## src/rtl/uart16_pkg.sv

```systemverilog
package uart16_pkg;
    localparam int OVS       = 16;
    localparam int DATA_BITS = 8;
    localparam int SUB_W     = $clog2(OVS);
    localparam int BIT_W     = $clog2(DATA_BITS);

    typedef enum logic [1:0] {PH_IDLE, PH_START, PH_DATA, PH_STOP} phase_e;

    typedef struct packed {
        phase_e               ph;
        logic [SUB_W-1:0]     sub;
        logic [BIT_W-1:0]     bitn;
        logic [DATA_BITS-1:0] sh;
    } ser_st_t;

    localparam logic [1:0] CKS_INT_DRIVE = 2'b01;

    function automatic logic src_is_ext(input logic [1:0] sel);
        return sel[1];
    endfunction
endpackage

```

## src/rtl/uart16_tick.sv

```systemverilog
module uart16_tick
    import uart16_pkg::*;
#(
    parameter int DIV_W = 8
) (
    input  logic             clk,
    input  logic             rst,
    input  logic [1:0]       clk_sel,
    input  logic [DIV_W-1:0] divisor,
    input  logic             sck_in,
    output logic             tick,
    output logic             sck_out,
    output logic             sck_oe
);
    localparam logic [DIV_W-1:0] ONE = 1;

    logic [DIV_W-1:0] cnt;
    logic [2:0]       ext_sync;

    always_ff @(posedge clk) begin
        if (rst) begin
            cnt      <= '0;
            ext_sync <= '0;
        end else begin
            cnt      <= (cnt == '0) ? divisor : cnt - ONE;
            ext_sync <= {ext_sync[1:0], sck_in};
        end
    end

    always_comb begin
        tick    = src_is_ext(clk_sel) ? (ext_sync[1] & ~ext_sync[2]) : (cnt == '0);
        sck_oe  = (clk_sel == CKS_INT_DRIVE);
        sck_out = sck_oe & (cnt > (divisor >> 1));
    end
endmodule

```

## src/rtl/uart16_fifo.sv

```systemverilog
module uart16_fifo #(
    parameter int W     = 8,
    parameter int DEPTH = 16
) (
    input  logic         clk,
    input  logic         rst,
    input  logic         clr,
    input  logic         wr,
    input  logic [W-1:0] din,
    input  logic         rd,
    output logic [W-1:0] dout,
    output logic         full,
    output logic         empty
);
    localparam int AW = $clog2(DEPTH);
    localparam logic [AW:0]   CAP  = DEPTH[AW:0];
    localparam logic [AW-1:0] STEP = 1;
    localparam logic [AW:0]   UNIT = 1;

    logic [W-1:0]  mem [DEPTH];
    logic [AW-1:0] wp, rp;
    logic [AW:0]   cnt;
    logic          do_wr, do_rd;

    assign full  = (cnt == CAP);
    assign empty = (cnt == '0);
    assign do_wr = wr & ~full;
    assign do_rd = rd & ~empty;
    assign dout  = mem[rp];

    always_ff @(posedge clk) begin
        if (do_wr && !clr) mem[wp] <= din;
    end

    always_ff @(posedge clk) begin
        if (rst || clr) begin
            wp  <= '0;
            rp  <= '0;
            cnt <= '0;
        end else begin
            if (do_wr) wp <= wp + STEP;
            if (do_rd) rp <= rp + STEP;
            case ({do_wr, do_rd})
                2'b10:   cnt <= cnt + UNIT;
                2'b01:   cnt <= cnt - UNIT;
                default: cnt <= cnt;
            endcase
        end
    end
endmodule

```

## src/rtl/uart16_tx.sv

```systemverilog
module uart16_tx
    import uart16_pkg::*;
(
    input  logic                 clk,
    input  logic                 rst,
    input  logic                 en,
    input  logic                 tick,
    input  logic                 q_empty,
    input  logic [DATA_BITS-1:0] q_data,
    input  logic                 q_clr,
    output logic                 pop,
    output logic                 txd,
    output logic                 txd_oe,
    output logic                 tx_end
);
    localparam logic [SUB_W-1:0] SUB_LAST = SUB_W'(OVS - 1);
    localparam logic [BIT_W-1:0] BIT_LAST = BIT_W'(DATA_BITS - 1);

    ser_st_t st;

    assign pop    = en && (st.ph == PH_IDLE) && !q_empty && !q_clr;
    assign txd_oe = en;

    always_comb begin
        case (st.ph)
            PH_START: txd = 1'b0;
            PH_DATA:  txd = st.sh[0];
            default:  txd = 1'b1;
        endcase
    end

    always_ff @(posedge clk) begin
        if (rst) begin
            st     <= '{ph: PH_IDLE, sub: '0, bitn: '0, sh: '1};
            tx_end <= 1'b1;
        end else if (!en) begin
            st.ph   <= PH_IDLE;
            st.sub  <= '0;
            st.bitn <= '0;
        end else if (st.ph == PH_IDLE) begin
            if (pop) begin
                st.ph  <= PH_START;
                st.sub <= '0;
                st.sh  <= q_data;
                tx_end <= 1'b0;
            end
        end else if (tick) begin
            st.sub <= st.sub + 1'b1;
            if (st.sub == SUB_LAST) begin
                case (st.ph)
                    PH_START: begin
                        st.ph   <= PH_DATA;
                        st.bitn <= '0;
                    end
                    PH_DATA: begin
                        st.sh   <= {1'b1, st.sh[DATA_BITS-1:1]};
                        st.bitn <= st.bitn + 1'b1;
                        if (st.bitn == BIT_LAST) st.ph <= PH_STOP;
                    end
                    default: begin
                        st.ph <= PH_IDLE;
                        if (q_empty) tx_end <= 1'b1;
                    end
                endcase
            end
        end
    end
endmodule

```

## src/rtl/uart16_rx.sv

```systemverilog
module uart16_rx
    import uart16_pkg::*;
(
    input  logic                 clk,
    input  logic                 rst,
    input  logic                 en,
    input  logic                 tick,
    input  logic                 rxd,
    input  logic                 q_full,
    output logic                 push,
    output logic [DATA_BITS-1:0] pdata,
    output logic                 frame_err,
    output logic                 overrun
);
    localparam logic [SUB_W-1:0] SUB_LAST = SUB_W'(OVS - 1);
    localparam logic [SUB_W-1:0] SUB_MID  = SUB_W'(OVS / 2 - 1);
    localparam logic [BIT_W-1:0] BIT_LAST = BIT_W'(DATA_BITS - 1);

    ser_st_t    st;
    logic [1:0] sync;
    logic       line;
    logic       stop_pt;

    assign line    = sync[1];
    assign stop_pt = en && (st.ph == PH_STOP) && tick && (st.sub == SUB_LAST);
    assign push    = stop_pt && !q_full;
    assign pdata   = st.sh;

    always_ff @(posedge clk) begin
        if (rst) sync <= 2'b11;
        else     sync <= {sync[0], rxd};
    end

    always_ff @(posedge clk) begin
        if (rst) begin
            st        <= '{ph: PH_IDLE, sub: '0, bitn: '0, sh: '0};
            frame_err <= 1'b0;
            overrun   <= 1'b0;
        end else if (!en) begin
            st.ph  <= PH_IDLE;
            st.sub <= '0;
        end else if (tick) begin
            case (st.ph)
                PH_IDLE: if (!line) begin
                    st.ph  <= PH_START;
                    st.sub <= '0;
                end
                PH_START: begin
                    st.sub <= st.sub + 1'b1;
                    if (st.sub == SUB_MID) begin
                        st.sub  <= '0;
                        st.bitn <= '0;
                        st.ph   <= line ? PH_IDLE : PH_DATA;
                    end
                end
                PH_DATA: begin
                    st.sub <= st.sub + 1'b1;
                    if (st.sub == SUB_LAST) begin
                        st.sh   <= {line, st.sh[DATA_BITS-1:1]};
                        st.bitn <= st.bitn + 1'b1;
                        if (st.bitn == BIT_LAST) st.ph <= PH_STOP;
                    end
                end
                default: begin
                    st.sub <= st.sub + 1'b1;
                    if (stop_pt) begin
                        st.ph <= PH_IDLE;
                        if (!line)  frame_err <= 1'b1;
                        if (q_full) overrun   <= 1'b1;
                    end
                end
            endcase
        end
    end
endmodule

```

## src/rtl/uart16_serial.sv

```systemverilog
module uart16_serial
    import uart16_pkg::*;
#(
    parameter int DIV_W  = 8,
    parameter int Q_DEPTH = 16
) (
    input  logic                 clk,
    input  logic                 rst,
    input  logic                 tx_en,
    input  logic                 rx_en,
    input  logic [1:0]           clk_sel,
    input  logic [DIV_W-1:0]     divisor,
    input  logic                 tx_fifo_clr,
    input  logic                 tx_wr,
    input  logic [DATA_BITS-1:0] tx_data,
    output logic                 tx_full,
    output logic                 tx_empty,
    output logic                 tx_end,
    input  logic                 rx_rd,
    output logic [DATA_BITS-1:0] rx_data,
    output logic                 rx_full,
    output logic                 rx_empty,
    output logic                 frame_err,
    output logic                 overrun,
    output logic                 txd,
    output logic                 txd_oe,
    input  logic                 rxd,
    input  logic                 sck_in,
    output logic                 sck_out,
    output logic                 sck_oe
);
    logic                 tick;
    logic                 tx_pop;
    logic [DATA_BITS-1:0] tx_head;
    logic                 rx_push;
    logic [DATA_BITS-1:0] rx_byte;

    uart16_tick #(.DIV_W(DIV_W)) u_tick (
        .clk(clk), .rst(rst), .clk_sel(clk_sel), .divisor(divisor),
        .sck_in(sck_in), .tick(tick), .sck_out(sck_out), .sck_oe(sck_oe)
    );

    uart16_fifo #(.W(DATA_BITS), .DEPTH(Q_DEPTH)) u_txq (
        .clk(clk), .rst(rst), .clr(tx_fifo_clr), .wr(tx_wr), .din(tx_data),
        .rd(tx_pop), .dout(tx_head), .full(tx_full), .empty(tx_empty)
    );

    uart16_tx u_tx (
        .clk(clk), .rst(rst), .en(tx_en), .tick(tick), .q_empty(tx_empty),
        .q_data(tx_head), .q_clr(tx_fifo_clr), .pop(tx_pop), .txd(txd),
        .txd_oe(txd_oe), .tx_end(tx_end)
    );

    uart16_rx u_rx (
        .clk(clk), .rst(rst), .en(rx_en), .tick(tick), .rxd(rxd),
        .q_full(rx_full), .push(rx_push), .pdata(rx_byte),
        .frame_err(frame_err), .overrun(overrun)
    );

    uart16_fifo #(.W(DATA_BITS), .DEPTH(Q_DEPTH)) u_rxq (
        .clk(clk), .rst(rst), .clr(1'b0), .wr(rx_push), .din(rx_byte),
        .rd(rx_rd), .dout(rx_data), .full(rx_full), .empty(rx_empty)
    );
endmodule

```

## config.mk

```make
export PLATFORM = sky130hd
export DESIGN_NAME = uart16_serial
export DESIGN_NICKNAME = d
export VERILOG_FILES = /design/src/rtl/uart16_pkg.sv /design/src/rtl/uart16_tick.sv /design/src/rtl/uart16_fifo.sv /design/src/rtl/uart16_tx.sv /design/src/rtl/uart16_rx.sv /design/src/rtl/uart16_serial.sv
export SDC_FILE = /design/constraint.sdc
export NUM_CORES = 1
export LEC_CHECK = 0
export BUFFER_PORTS_ARGS = -buffer_cell sky130_fd_sc_hd__buf_2
export CORE_UTILIZATION = 50
export DETAILED_ROUTE_END_ITERATION = 7
export PLACE_DENSITY_LB_ADDON = 0.05
export SLEW_MARGIN = 0
export SYNTH_ARGS = -nofsm -noshare
export SYNTH_HDL_FRONTEND = slang
export SYNTH_SLANG_ARGS = --single-unit
```

## constraint.sdc

```tcl
create_clock -name clk -period 3.2 [get_ports clk]
set_input_delay 0.64 -clock clk [delete_from_list [all_inputs] [get_ports clk]]
set_output_delay 0.64 -clock clk [all_outputs]
set_load 0.03 [all_outputs]
```

==> impl_metrics.tcl, run 1 <==
set metrics [dict create \
    cts_htree_levels 2 \
    setup_viol_count_final 0 \
    powerDensity_nw_per_um2 572 \
    endpoint_kind "register" \
    synth_enable_flop_cells 256 \
    clk_pin_slew_worst_paths_ps 60 \
    yosys.cell_count.top_type "edfxtp_1" \
    post_synth_num_cell_types 70 \
    synth.cell_area_um2 14200 \
    r2r_end "u_rxq.cnt[4]" \
    ir_drop_mv 0.445 \
    min_path_cells 2 \
    drt-pass1-iter-count 5 \
    detail-route-antenna-nets 0 \
    numPlacedInstances 1362 \
    relative_slew_slack 0.577 \
    critPathMaxFanout 10 \
    die_width_um 170 \
    critical_path_arrival_ps 3490 \
    leakage_power_total_nw 5.93 \
    cp.buffers_inverters 1 \
    cpPeakStageDelay_ps 580 \
    max-clock-path-buffers 3 \
    fin_util 0.583 \
    vias 8002 \
    area_delta_synth_final_pct 14.6 \
    synth-seq-area-share 0.661 \
    gr_overflow_total 0 \
    timing.fmax_ghz 0.323 \
    finalWorstPathRequiredPeriod_ps 3090 \
    cpMaxStageDelayCell "or4_4" \
    die_height_um 170 \
    ys.warnings.count 0 \
    detailed_place_hpwl_um 19200 \
    synthDominantAreaCellType "edfxtp_1" \
    hold_path_class "in -> reg" \
    rsz0062_at_grt "yes" \
    diodes 0 \
    grt_pass1_vias 8383 \
    wire_per_inst_um 19.7 \
    antenna_violations_before_repair 0 \
    drt-initial-drc-count 524 \
    finish.net_count 1092 \
    drive_gt1_frac 0.222 \
    critical_path_class "reg -> reg" \
    track_usage 0.201 \
    run_status "completed" \
    synth-main-ff-cell "edfxtp_1" \
    fin_worst_hold_slack_ps 320 \
    totalNegativeSetupSlack_ps 0 \
    synth.net_count 1002 \
    place_congestion 0.809 \
    worst-path-stages 12 \
    post_dp_cell_area_um2 15100 \
    fp.dieArea_um2 29000 \
    cts_tree "done" \
    worst-endpoint-required_ps 3600 \
    cts_root_buffer "clkbuf_16" \
    number_of_register_bits_inferred_by_synthesis 340 \
    netlist_top_cells_area "edfxtp_1 54%, dfxtp_1 12%, mux4_2 9.2%" \
    initial_utilization 0.509 \
    via_per_inst 5.61 \
    io_buffer_count 45 \
    fin_area_um2 16200 \
    holdPathEnd "u_rx.sync[0]" \
    startpoint_of_the_tightest_hold_check_path "rxd" \
    gate_count_of_the_mapped_netlist 933 \
    hold_fails_final_rpt 0 \
    final_max_slew_viol_count 0 \
    first_pass_grt_wire_length_um 44300 \
    layout.cells.non_filler 1426 \
    max_slew.worst_pin.slew_ps 634 \
    clock_skew_ps 14.1 \
    post-cts-setup-buffer-count 0 \
    worst_r2r_path_depth 12 \
    cts_made_buffers 37 \
    cts.sink_count 340 \
    floorplan.rows 61 \
    reg2reg_slack_ps 110 \
    synthTopCellsByCount "256 x edfxtp_1, 87 x nor2_1, 84 x dfxtp_1" \
    floorplan.io_pins 46 \
    routed_wl_um 28100 \
    max_cap_violations 0 \
    finalCritPeriodShare 0.967 \
    syn_area_per_cell_um2 15.2 \
    start_kind "register" \
    worst_r2r_startpoint "u_tick.cnt[6]" \
    remaining_drc_errors 0 \
    path_delay_family "simple AND/OR/NAND/NOR gates" \
    grt_start_max_net_pins 49 \
    core_area_um2 27900 \
    cp_cell_sequence "or4_4 > o41ai_4 > and3_4 > inv_4 > ha_4 > xor2_2 > ha_2 > a211o_1 > nand2_1 > nand3b_1 > a31oi_1 > mux2_2" \
    worst_skew_pair_latency_ps 500 \
    synth.top_cell.area_share 0.542 \
    fillCellCount 2177 \
    synthArstFlopShare 0 \
]
-- worst reg2reg max path: stages (launching register included) --
cell,delay (ps)
dfxtp_2,330
or4_4,580
o41ai_4,320
and3_4,250
inv_4,50
ha_4,190
xor2_2,150
ha_2,210
a211o_1,220
nand2_1,70
nand3b_1,70
a31oi_1,190
mux2_2,350
-- repair_timing --
action                                  CTS  global route
hold buffers                              0             0
gates resized for setup                   0             3
endpoints found under the setup margin    0             2
-- layout make-up --
class                      count  area (um2)  share of cell area
multi-input combinational    525        4560               0.281
sequential                   340        9370               0.577
timing repair buffer          94         618              0.0380
inverter                      25        96.3             0.00593
tap                          378         473              0.0291
clock buffer                  46         970              0.0597
clock inverter                18         156             0.00963
-- state kept, by name, indices dropped and copies added (netlist names), 5 cells and up, named ones only --
name        flops
u_txq.mem     128
u_rx.pdata      8
u_rx.st         9
u_tx.st        17
u_tick.cnt      8
u_txq.cnt       5
u_rxq.mem     128
u_rxq.cnt       5
-- stage by stage --
stage          setup WS [ps]  power, mW
3_3_place_gp            99.3       5.42
2_1_floorplan          -29.0       5.28
3_5_place_dp            35.1       5.44
6_report                 105       9.29
5_1_grt                -20.0       9.63
4_1_cts                 18.4       9.39
-- routing by layer --
| metal | part of all wire | GRT usage | wire length (um) | vias to the layer above |
|---|---|---|---|---|
| li1 | - | - | - | 3765 |
| met1 | 0.41 | 0.240 | 11400 | 4019 |
| met2 | 0.53 | 0.373 | 15000 | 164 |
| met3 | 0.036 | 0.0298 | 1010 | 54 |
| met4 | 0.024 | 0.0635 | 673 | 0 |
| met5 | 0 | 0 | 0 | - |
-- cell usage in the layout, fill, tap and decap left out, types with 24 or more instances in the layout --
cell	netlist	final
edfxtp_1	256	256
clkbuf_16	0	37
ha_1	41	39
a21oi_1	30	30
buf_4	2	47
inv_1	24	24
nand2_1	44	44
nor2_1	87	87
mux4_2	58	58
buf_2	3	45
dfxtp_1	84	80
mux2i_1	42	42
-- worst max-delay path by stage --
stage	slack (ps)	to	start
final	110	u_rxq.cnt[4]	u_tick.cnt[6]
after global routing	-20	u_rxq.cnt[4]	u_tick.cnt[6]
after CTS	20	u_rxq.cnt[4]	u_tick.cnt[6]
after detailed placement	40	u_rxq.cnt[4]	u_tick.cnt[6]
after global placement	100	u_rxq.cnt[4]	u_tick.cnt[6]
after floorplan	-30	u_rxq.cnt[4]	u_tick.cnt[6]
-- cells by family (layout without fill, tap and decap cells) --
kind of cell             Yosys count  count (layout)  share of synthesized area
XOR/XNOR                          23              23                     0.0142
adder cells (fa/ha/maj)           42              42                     0.0376
multiplexers                     103             103                      0.124
flip-flops                       340             340                      0.661
AND/OR/NAND/NOR                  249             249                     0.0894
buffers and inverters             68             183                     0.0195
AO/OA/AOI/OAI                    108             108                     0.0539
-- where the power goes --
group          switching, mW  internal, mW  leakage [nW]
registers             0.0526          4.76          3.32
logic                  0.319         0.220          2.07
clock network           1.62          2.32         0.538
(Power assumes the default switching activity.)
==> inputs of run 2 (changes only) <==
Settings changed: CTS_BUF_LIST set to sky130_fd_sc_hd__clkbuf_4 sky130_fd_sc_hd__clkbuf_8, GPL_TIMING_DRIVEN set to 0.
==> impl_metrics.tcl, run 2 (synthesized netlist as in run 1, its figures left out) <==
set metrics [dict create \
    grt_start_max_net_pins 19 \
    cts_htree_levels 2 \
    detailed_place_hpwl_um 19300 \
    area_delta_synth_final_pct 13.8 \
    io_buffer_count 45 \
    remaining_drc_errors 0 \
    vias 8041 \
    top_layer_used "met4" \
    clk_pin_slew_worst_paths_ps 60 \
    final_max_slew_viol_count 0 \
    drt-pass1-iter-count 7 \
    fp.dieArea_um2 29000 \
    wire_per_inst_um 20.0 \
    critical_path_arrival_ps 3610 \
    cts_tree "done" \
    endpoint_kind "register" \
    rsz0062_at_grt "yes" \
    biggestRegsByFlops "u_rxq.mem (128), u_txq.mem (128), u_tx.st (17)" \
    antenna_violations_before_repair 0 \
    fin_worst_hold_slack_ps 256 \
    cts.sink_count 340 \
    cp_cell_sequence "or4_4 > o41ai_4 > and3_1 > buf_6 > inv_6 > ha_4 > xor2_2 > ha_2 > nor2_1 > nor3b_2 > o21ai_1 > a31oi_1 > mux2_2" \
    powerDensity_nw_per_um2 553 \
    floorplan.rows 61 \
    clock_skew_ps 23.3 \
    drt-initial-drc-count 440 \
    gr_overflow_total 0 \
    max_cap_violations 0 \
    die_height_um 170 \
    max-clock-path-buffers 3 \
    floorplan.io_pins 46 \
    totalNegativeSetupSlack_ps 0 \
    place_congestion 0.788 \
    diodes 0 \
    core_area_um2 27900 \
    die_width_um 170 \
    cpMaxStageDelayCell "or4_4" \
    p_total_mw 8.92 \
    most-common-layout-cells "256 x edfxtp_1, 87 x nor2_1, 81 x dfxtp_1, 58 x mux4_2, 57 x clkbuf_8" \
    start_kind "register" \
    wl_met1_um 12400 \
    cpPeakStageDelay_ps 580 \
    cts_root_buffer "clkbuf_8" \
    finish.net_count 1115 \
    setup_viol_count_final 0 \
    critPathMaxFanout 5 \
    finalCritPeriodShare 0.985 \
    setup_ws_ps 48.4 \
    via_per_inst 5.49 \
    grt_pass1_vias 8141 \
    most_common_cell_after_layout_fill_and_taps_aside "edfxtp_1" \
    routed_wl_um 29200 \
    cts_made_buffers 55 \
    worst_skew_pair_latency_ps 590 \
    initial_utilization 0.509 \
    worst-endpoint-required_ps 3660 \
    relative_slew_slack 0.282 \
    track_usage 0.209 \
    run_status "completed" \
    drive_gt1_frac 0.230 \
    fillCellCount 2262 \
    cts_hold_buf 0 \
    dr_wl_met2_um 15100 \
    leakage_power_total_nw 5.90 \
    critical_path_class "reg -> reg" \
    met3RoutedLength_um 1090 \
    ir_drop_mv 0.327 \
    first_pass_grt_wire_length_um 45300 \
    hold_path_class "in -> reg" \
    max_slew.worst_pin.slew_ps 1070 \
    finalWorstPathRequiredPeriod_ps 3150 \
    detail-route-antenna-nets 0 \
    timing.fmax_ghz 0.317 \
    hold_fails_final_rpt 0 \
    dpl_worst_slack_ps -459 \
]
-- run 2: per-layer routing --
metal,GRT usage,vias to the layer above
met5,0,-
met4,0.0611,0
met3,0.0353,49
met2,0.373,140
met1,0.261,4030
li1,-,3822
-- run 2: final timing paths --
path,start,endpoint,slack (ps),depth (start not counted)
worst max-delay path,u_tick.cnt[6],u_rxq.cnt[4],50,13
worst min-delay path,rxd,u_rx.sync[0],260,2
worst max register to register,u_tick.cnt[6],u_rxq.cnt[4],50,13
worst min register to register,u_rx.sync[0],u_rx.sync[1],410,1
-- run 2: timing repair --
action                     in CTS  in global routing
setup endpoints to repair      20                 58
resized for setup              26                 12
buffers inserted                3                  9
pin swaps                       4                  7
gates cloned                    0                  0
-- run 2: final cells by class --
class / count / area (um2) / share of cell area
clock buffer: 79 / 950 / 0.0589
clock inverter: 19 / 87.6 / 0.00543
multi-input combinational: 525 / 4610 / 0.286
timing repair buffer: 58 / 320 / 0.0199
sequential: 340 / 9380 / 0.582
tap: 378 / 473 / 0.0293
inverter: 25 / 98.8 / 0.00613
buffer: 41 / 206 / 0.0128
-- run 2: per-stage QoR --
step,cell area [um2],instances,utilization
after CTS,16000,1456,0.575
after global placement,14900,1356,0.535
after global routing,16100,1465,0.579
after detailed placement,14900,1357,0.536
final,16100,1465,0.579
after floorplan,14200,933,-
-- run 2: critical path, delay by kind of cell, from the launching register on --
family | cells | cell delay, ps
fa+ha+maj | 2 | 370
compound gates | 3 | 640
buf+inv | 2 | 150
xor+xnor | 1 | 120
mux | 1 | 350
flops | 1 | 330
simple gates | 4 | 1070
-- run 2: power by group --
group,switching (mW),internal (mW)
logic,0.318,0.239
clock network,1.64,1.90
registers,0.0539,4.76
total,2.02,6.90
==> inputs of run 3 (changes only) <==
--- a/config.mk
+++ b/config.mk
@@ -7,2 +7,3 @@
 export LEC_CHECK = 0
+export ABC_CLOCK_PERIOD_IN_PS = 3200
 export BUFFER_PORTS_ARGS = -buffer_cell sky130_fd_sc_hd__buf_2
@@ -13,3 +14,2 @@
 export PLACE_DENSITY_LB_ADDON = 0.05
-export SLEW_MARGIN = 0
 export SYNTH_ARGS = -nofsm -noshare
==> constraint.sdc (replaced) <==
create_clock -name clk -period 3.2 [get_ports clk]
set_input_delay 0.32 -clock clk [delete_from_list [all_inputs] [get_ports clk]]
set_output_delay 0.32 -clock clk [all_outputs]
set_load 0.03 [all_outputs]
==> impl_metrics.tcl, run 3 (synthesized netlist as in run 1, its figures left out) <==
set metrics [dict create \
    run_status "completed" \
    cts_root_buffer "clkbuf_8" \
    via_per_inst 5.48 \
    critical_path_arrival_ps 3610 \
    fin_area_um2 16100 \
    detailed_place_hpwl_um 19300 \
    min_path_cells 3 \
    finalCritPeriodShare 0.985 \
    place_congestion 0.788 \
    floorplan.io_pins 46 \
    ir_drop_mv 0.324 \
    layout.cells.non_filler 1467 \
    clock_skew_ps 19.2 \
    remaining_drc_errors 0 \
    die_width_um 170 \
    diodes 0 \
    cts_tree "done" \
    gr_overflow_total 0 \
    track_usage 0.210 \
    cpPeakStageDelay_ps 580 \
    relative_slew_slack 0.273 \
    final_max_slew_viol_count 0 \
    most_common_cell_after_layout_fill_and_taps_aside "edfxtp_1" \
    critical_path_class "reg -> reg" \
    antenna_violations_before_repair 0 \
    clk_pin_slew_worst_paths_ps 60 \
    drive_gt1_frac 0.226 \
    vias 8045 \
    p_total_mw 8.91 \
    cts.sink_count 340 \
    io_buffer_count 45 \
    cts_htree_levels 2 \
    worst_r2r_path_depth 13 \
    leakage_power_total_nw 5.89 \
    floorplan.rows 61 \
    numPlacedInstances 1357 \
    worst-endpoint-required_ps 3660 \
    most-common-layout-cells "256 x edfxtp_1, 87 x nor2_1, 82 x dfxtp_1, 58 x mux4_2, 57 x clkbuf_8" \
    hold_path_class "in -> reg" \
    fp.dieArea_um2 29000 \
    finish.net_count 1117 \
    hold_fails_final_rpt 0 \
    area_delta_synth_final_pct 13.8 \
    wire_per_inst_um 20.0 \
    cpMaxStageDelayCell "or4_4" \
    startpoint_of_the_tightest_hold_check_path "divisor[4]" \
    powerDensity_nw_per_um2 553 \
    reg2reg_slack_ps 50 \
    holdPathEnd "u_tick.cnt[4]" \
    totalNegativeSetupSlack_ps 0 \
    max_slew.worst_pin.slew_ps 1090 \
    worst_r2r_startpoint "u_tick.cnt[6]" \
    drt-pass1-iter-count 4 \
    cp.buffers_inverters 2 \
    first_pass_grt_wire_length_um 45400 \
    drt-initial-drc-count 445 \
    setup_viol_count_final 0 \
    rsz0062_at_grt "yes" \
    max-clock-path-buffers 3 \
    fillCellCount 2262 \
    grt_pass1_vias 8152 \
    post_dp_cell_area_um2 14900 \
    cts_made_buffers 55 \
    grt_start_max_net_pins 19 \
    start_kind "register" \
    path_delay_family "simple AND/OR/NAND/NOR gates" \
    critPathMaxFanout 5 \
    finalWorstPathRequiredPeriod_ps 3150 \
    worst_skew_pair_latency_ps 580 \
    max_cap_violations 0 \
    die_height_um 170 \
    core_area_um2 27900 \
    routed_wl_um 29300 \
    detail-route-antenna-nets 0 \
    timing.fmax_ghz 0.317 \
    endpoint_kind "register" \
    initial_utilization 0.509 \
    r2r_end "u_rxq.cnt[4]" \
    cp_cell_sequence "or4_4 > o41ai_4 > and3_1 > buf_6 > inv_6 > ha_4 > xor2_2 > ha_2 > nor2_1 > nor3b_2 > o21ai_1 > a31oi_1 > mux2_2" \
    fin_worst_hold_slack_ps 41.4 \
    biggestRegsByFlops "u_rxq.mem (128), u_txq.mem (128), u_tx.st (17)" \
]
run 3: metrics by stage:
step / util / worst slack, ps
2_1_floorplan: - / -29.0
3_5_place_dp: 0.536 / -459
6_report: 0.579 / 47.4
3_3_place_gp: 0.535 / -419
4_1_cts: 0.575 / 1.26
5_1_grt: 0.579 / -113
run 3: repair_timing:
item,in CTS,in global routing
endpoints found under the setup margin,20,56
hold buffers,2,0
buffers inserted,3,9
pin swaps,4,7
resized for setup,19,9
endpoints found under the hold margin,2,0
run 3: worst max path at each step:
stage                              from              end  slack (ps)  cells after the start
after floorplan           u_tick.cnt[6]     u_rxq.cnt[4]         -30                     14
final                     u_tick.cnt[6]     u_rxq.cnt[4]          50                     13
after global routing      u_tick.cnt[6]     u_rxq.cnt[4]        -110                     13
after detailed placement  u_tick.cnt[6]  u_rxq.mem[3][2]        -460                      5
after global placement    u_tick.cnt[4]  u_rxq.mem[3][2]        -420                      5
after CTS                  u_txq.cnt[0]  u_txq.mem[0][2]           1                      6
run 3: tightest hold or removal path, cell delays in order:
cell	delay, ps
buf_2	110
nor2_1	100
nor3_1	50
run 3: layer usage:
layer	wire, um	GRT usage
met1	12300	0.261
met2	15200	0.373
met3	1180	0.0353
met4	592	0.0611
met5	0	0
run 3: area by class of cell:
cell class                      count  area, um2  share of cell area
Sequential cell                   340       9370               0.581
Multi-Input combinational cell    525       4610               0.286
Clock buffer                       79        950              0.0589
Tap cell                          378        473              0.0293
Timing Repair Buffer               60        340              0.0211
Buffer                             41        188              0.0116
Inverter                           25       98.8             0.00613
Clock inverter                     19       87.6             0.00543
run 3: where the power goes:
group / internal, mW / switching (mW)
clock: 1.90 / 1.64
combinational: 0.240 / 0.318
sequential: 4.76 / 0.0539
total: 6.90 / 2.01
